--- src/rtl/fan_pwm_pkg.sv ---
package fan_pwm_pkg;

  localparam int SEL_W = 3;

  // Strobes from control to datapath
  typedef struct packed {
    logic tick;   // one tick of the selected rate has elapsed
    logic load;   // tick that ends a period: latch new settings
  } pwmStb_t;

  // Frequency code to prescaler shift; unlisted codes map to code 001
  function automatic logic [1:0] selToShift(input logic [SEL_W-1:0] code);
    case (code)
      3'b010:  return 2'd1;
      3'b011:  return 2'd2;
      3'b100:  return 2'd3;
      default: return 2'd0;
    endcase
  endfunction

endpackage

--- src/rtl/fan_pwm_ctrl.sv ---
module fan_pwm_ctrl
  import fan_pwm_pkg::*;
#(
  parameter int TICK_DIV_BASE = 33
) (
  input  logic             clk,
  input  logic             rstN,
  input  logic [SEL_W-1:0] freqSel,
  input  logic             periodEnd,
  output pwmStb_t          stb,
  output logic [1:0]       selAct
);

  localparam int MAX_DIV = TICK_DIV_BASE * 8;
  localparam int PRE_W   = $clog2(MAX_DIV + 1);

  logic [PRE_W-1:0] preCnt;
  logic [PRE_W-1:0] divLim;
  logic             tickNow;

  assign divLim  = PRE_W'(TICK_DIV_BASE) << selAct;
  assign tickNow = (preCnt == divLim - PRE_W'(1));

  always_comb begin
    stb.tick = tickNow;
    stb.load = tickNow && periodEnd;
  end

  always_ff @(posedge clk or negedge rstN) begin
    if (!rstN) begin
      preCnt <= '0;
      selAct <= 2'd0;
    end else begin
      if (tickNow) preCnt <= '0;
      else         preCnt <= preCnt + PRE_W'(1);
      if (stb.load) selAct <= selToShift(freqSel);
    end
  end

endmodule

--- src/rtl/fan_pwm_dp.sv ---
module fan_pwm_dp
  import fan_pwm_pkg::*;
#(
  parameter int DUTY_W = 8
) (
  input  logic              clk,
  input  logic              rstN,
  input  logic [DUTY_W-1:0] dutyIn,
  input  pwmStb_t           stb,
  output logic              periodEnd,
  output logic [DUTY_W-1:0] phase,
  output logic [DUTY_W-1:0] dutyAct,
  output logic              pwmOut
);

  localparam logic [DUTY_W-1:0] LAST_PHASE = {{(DUTY_W-1){1'b1}}, 1'b0};

  logic [DUTY_W-1:0] phaseNext;
  logic [DUTY_W-1:0] dutyNext;

  assign periodEnd = (phase == LAST_PHASE);

  always_comb begin
    phaseNext = phase;
    dutyNext  = dutyAct;
    if (stb.load) begin
      phaseNext = '0;
      dutyNext  = dutyIn;
    end else if (stb.tick) begin
      phaseNext = phase + DUTY_W'(1);
    end
  end

  always_ff @(posedge clk or negedge rstN) begin
    if (!rstN) begin
      phase   <= '0;
      dutyAct <= '1;
      pwmOut  <= 1'b1;
    end else begin
      phase   <= phaseNext;
      dutyAct <= dutyNext;
      pwmOut  <= (phaseNext < dutyNext);
    end
  end

endmodule

--- src/rtl/fan_pwm_gen.sv ---
module fan_pwm_gen
  import fan_pwm_pkg::*;
#(
  parameter int DUTY_W        = 8,
  parameter int TICK_DIV_BASE = 33
) (
  input  logic              clk,
  input  logic              rstN,
  input  logic [DUTY_W-1:0] dutyIn,
  input  logic [SEL_W-1:0]  freqSel,
  output logic              pwmOut
);

  pwmStb_t           stb;
  logic              periodEnd;
  logic [1:0]        selAct;
  logic [DUTY_W-1:0] phase;
  logic [DUTY_W-1:0] dutyAct;

  fan_pwm_ctrl #(.TICK_DIV_BASE(TICK_DIV_BASE)) uCtrl (
    .clk(clk), .rstN(rstN), .freqSel(freqSel),
    .periodEnd(periodEnd), .stb(stb), .selAct(selAct)
  );

  fan_pwm_dp #(.DUTY_W(DUTY_W)) uDp (
    .clk(clk), .rstN(rstN), .dutyIn(dutyIn), .stb(stb),
    .periodEnd(periodEnd), .phase(phase), .dutyAct(dutyAct), .pwmOut(pwmOut)
  );

endmodule

--- config.mk ---
export PLATFORM = sky130hd
export DESIGN_NAME = fan_pwm_gen
export DESIGN_NICKNAME = d
export VERILOG_FILES = /design/src/rtl/fan_pwm_pkg.sv /design/src/rtl/fan_pwm_ctrl.sv /design/src/rtl/fan_pwm_dp.sv /design/src/rtl/fan_pwm_gen.sv
export SDC_FILE = /design/constraint.sdc
export NUM_CORES = 1
export LEC_CHECK = 0
export BUFFER_PORTS_ARGS = -buffer_cell sky130_fd_sc_hd__buf_2
export CORE_MARGIN = 2
export CORE_UTILIZATION = 58
export CTS_BUF_LIST = sky130_fd_sc_hd__clkbuf_16
export CTS_CLUSTER_SIZE = 25
export DETAILED_ROUTE_END_ITERATION = 16
export PLACE_DENSITY = 0.82
export SETUP_SLACK_MARGIN = 0.2
export SKIP_CTS_REPAIR_TIMING = 1
export SLEW_MARGIN = 0
export SYNTH_ARGS = -nofsm -noshare
export SYNTH_HDL_FRONTEND = slang
export SYNTH_SLANG_ARGS = --single-unit
--- constraint.sdc ---
create_clock -name clk -period 4.4 [get_ports clk]
set_clock_uncertainty 0.2 [all_clocks]
set_input_delay 0 -clock clk [delete_from_list [all_inputs] [get_ports clk]]
set_output_delay 0 -clock clk [all_outputs]
set_load 0.01 [all_outputs]
==> flow_results.org <==
** Run status
- The run finished, with violations left.
- Violations in the final reports :: negative hold slack

** Setup path
- The most numerous cell type found on the critical path is a21o_1.
- Data on the critical path is required at its endpoint by 4.38 ns.
- Beginning of the worst register-to-register path :: uCtrl.selAct[1]
- Library cell contributing the largest single delay on the critical path :: or4_1
- Worst reg2reg endpoint :: uDp.pwmOut
- The worst setup path is launched from a register.
- Data arrives at the worst endpoint at 3.94 ns.
- The worst setup path is captured at a register.
- Logic depth of the worst register-to-register path :: 12
- Crit path buffers/inverters :: 1
- Delay of the slowest cell on the worst path :: 0.57 ns
- Setup slack of the worst register-to-register path :: 0.44 ns
- Cells along the critical path :: or4_1 > nor3_2 > o2111ai_2 > nor3_4 > mux2_2 > inv_1 > ha_1 > a21o_1 > a21o_1 > a21oi_1 > or3b_2 > o21ai_0
- Worst setup path class :: reg -> reg
- Largest driver fanout on the critical path :: 9
- Cell type group with the largest total delay on the critical path :: simple AND/OR/NAND/NOR gates

** Logic synthesis
- Simple-gate area share of the yosys netlist :: 19.1%
- Sequential elements use 44.6% of the synthesized area.
- Synth Net Count :: 181
- Count of mapped cells out of synthesis :: 158
- Xor-xnor portion of the synthesized cell area :: 5.49%
- The portion of synthesized area spent on multiplexers is 7.76%.
- Unique masters post-synth :: 41
- Summing the areas of all compound-gate instances in the mapped netlist gives 10.9% of the synthesized area.
- Main combinational cell family by area after synthesis :: simple AND/OR/NAND/NOR gates
- Cell area after synthesis :: 0.00160 sq mm
- Synthesized-area fraction occupied by adder cells :: 7.84%
- The top cell type by area accounts for 29.8% of the synthesized area.
- Biggest area consumer among synthesized cells :: dfrtp_1
- Yosys printed 0 warnings.
- Synthesis inferred 28 register bits.
- Mean instance size in the synthesized netlist :: 10.1 sq um
- Cell types with the largest area share after synthesis :: dfrtp_1, dfstp_2, ha_1, mux2i_1, xnor2_1

** Die
- Core Box Area :: 0.00269 sq mm
- FP Rows :: 19
- Die footprint :: 0.00319 sq mm
- Overall die height :: 56.4 microns
- Initial core utilization :: 59.4%
- The die is 56.4 microns wide.
- Number of top-level design ports :: 14

** STA
- Slew @ Worst Pin :: 0.838 ns
- Final hold analysis gives a worst-case slack of -0.0417 ns.
- Final-layout setup total negative slack :: 0 ns
- The worst pin sits at a relative slew slack of 43.9%.
- The hold violation total from the final report came to 1.
- Timing would allow up to 253 MHz.
- Tmin final :: 3.96 ns
- Setup repair after global routing left no endpoint under its margin.
- The count of final max-slew check failures was 0.
- Setup violations remaining at the end of the flow were counted as 0.
- Dividing the final minimum period by the clock period gives 90.0%.

** Power
- The design draws 0.000481 W.
- Power per unit of standard cell area :: 255 mW/mm^2
- Leakage power :: 0.885 nW
- VDD sags by at most 260 uV.

** Worst hold path
- The worst hold path passes through 4 cells.
- The worst hold path belongs to the class in -> reg.
- In this run the most critical hold path is launched from freqSel[1].
- For hold timing, the worst endpoint is uCtrl.selAct[1].

** Routing
- Met2 WL :: 1.82 mm
- Routed Wire Length :: 3.31 mm
- In the final routed layout, each cell accounts on average for 15.3 microns.
- Via count :: 1276
- The count of nets left with antenna violations once routing finished came out at 0.
- In this run the top signal layer used is met4.
- In the detailed route, the total length drawn on met3 is 93 microns.
- Via density :: 5.91
- In this run, the number of DRC markers left after iteration 0 of detailed routing was 34.
- DRC violations left :: 0
- The first detailed-routing pass ran for 4 iterations.
- In the final routing, the length of wire on met1 measures 1.32 mm.

** Layout
- Final design area excluding fillers :: 0.00189 sq mm
- Filler instances :: 213
- Antenna cells :: 0
- Layout Nets :: 209
- Summing all flip-flop and latch instances after layout gives 712 sq um.
- Relative to the synthesized area, the layout overhead comes to 18.3%.
- Area of combinational cells with multiple inputs :: 820 sq um
- Of the cells placed in the final design, the portion with a size suffix greater than 1 is 20.0%.

** Global route
- The total overflow left after global routing is 0.
- Entering global routing, the biggest net connects 29 pins.
- Via count of the first global-routing pass :: 1291
- The initial antenna violation count came to 0.
- Global routing used 22.0% of the available tracks across all layers.
- First-pass GRT wire length :: 5.53 mm

** Clock tree
- Clock network latency to the later pin of the worst-skew pair :: 0.26 ns
- In this run the deepest clock path goes through 2 buffers.
- Number of buffers inserted during clock tree synthesis :: 3
- TritonCTS clock tree :: yes
- Reg clk slew, reported paths :: 0.06 ns
- Clk Tree Root Cell :: clkbuf_16
- Clock tree synthesis found a total of 28 sinks.
- CTS H-Tree Depth :: 1

** Placement
- The count of buffers added on input and output ports is 13.
- Routability-driven placement finished with a final weighted congestion of 0.812.
- Placed wire-length estimate after detailed placement :: 2.38 mm
- The placed instances occupy a cell area of 0.00168 sq mm.

** Job
- Number of max-cap violations :: 0
-- worst register-to-register path, delay by kind of cell, from the launching register on --
family | cells | cell delay (ns)
AND/OR/NAND/NOR | 4 | 1.58
AO/OA/AOI/OAI | 5 | 0.95
flip-flops | 1 | 0.47
multiplexers | 1 | 0.39
adder cells (fa/ha/maj) | 1 | 0.23
buffers and inverters | 1 | 0.06
-- Yosys cell counts, drive strengths merged --
cell and n:
o32ai 1, a21oi 5, inv 10, o21a 1, buf 3, nor2b 4, o41ai 1, mux2 3
o21ai 9, a22o 1, xnor2 8, a211oi 1, clkbuf 1, nor3 4, nand3b 1, or4 1
nand3 10, nor4 1, nand4 3, o311a 1, nor2 17, o2111ai 1, and2 1, a31oi 1
ha 10, nand2b 1, or3b 1, dfrtp 19, a21o 3, xor2 2, a211o 1, and4 2
mux2i 9, nand2 11, dfstp 9, and3 1
-- registers in the layout, indices dropped and copies added (netlist names) --
name          flops
uCtrl.preCnt      9
uDp.dutyAct       8
uDp.phase         8
uCtrl.selAct      2
uDp.pwmOut        1
-- power by group --
group          internal [W]  switching (W)  total [W]
combinational     0.0000123      0.0000101  0.0000224
clock              0.000122      0.0000792   0.000201
sequential         0.000258              0   0.000258
-- stage by stage --
step	utilization (%)	instances	hold WS (ns)	setup WS, ns
5_1_grt	70.2	216	0.0167	0.233
3_3_place_gp	62.6	200	-0.162	0.567
6_report	70.2	216	-0.0417	0.441
4_1_cts	65.6	204	-0.432	0.390
3_5_place_dp	62.6	200	-0.153	0.433
2_1_floorplan	-	158	-0.496	0.711
-- metal layers --
metal  vias to the layer above  GRT usage, %
li1                        616             -
met1                       629          25.1
met2                        23          39.4
met3                         8          3.69
met4                         0          10.2
met5                         -             0
-- worst max-delay path by stage --
stage | to | from | cells past startpoint | slack, ns
4_1_cts | uDp.pwmOut | uCtrl.selAct[1] | 12 | 0.39
3_3_place_gp | uDp.pwmOut | uCtrl.selAct[1] | 12 | 0.57
2_1_floorplan | uDp.pwmOut | uCtrl.selAct[1] | 13 | 0.71
3_5_place_dp | uDp.pwmOut | uCtrl.selAct[1] | 12 | 0.43
5_1_grt | uDp.pwmOut | uCtrl.selAct[1] | 12 | 0.23
6_report | uDp.pwmOut | uCtrl.selAct[1] | 12 | 0.44
-- final cells by class --
class,count,share of cell area [%]
clock inverter,1,0.199
clock buffer,3,3.98
timing repair buffer,27,10.6
multi-input combinational,116,43.4
sequential,28,37.7
tap,31,2.06
inverter,10,1.99
-- cells by family after synthesis --
group | after synthesis
adder cells (fa/ha/maj) | 10
buffers and inverters | 14
flip-flops | 28
multiplexers | 12
AO/OA/AOI/OAI | 26
AND/OR/NAND/NOR | 58
XOR/XNOR | 10
-- cells in the final DEF, fill, tap and decap left out, types with 2 or more instances in the layout --
cell type	Yosys	layout
a21o_1	3	3
a21oi_1	5	5
and4_1	2	2
buf_2	1	13
buf_4	0	2
clkbuf_16	0	3
dfrtp_1	19	19
dfstp_2	9	9
dlygate4sd3_1	0	12
ha_1	10	10
inv_1	9	10
mux2_2	3	3
mux2i_1	9	9
nand2_1	11	11
nand3_1	10	10
nand4_1	3	3
nor2_1	16	16
nor2b_1	4	4
nor3_2	1	2
o21ai_0	9	9
xnor2_1	8	8
xor2_1	2	2
Power figures use the tool's default switching activity.
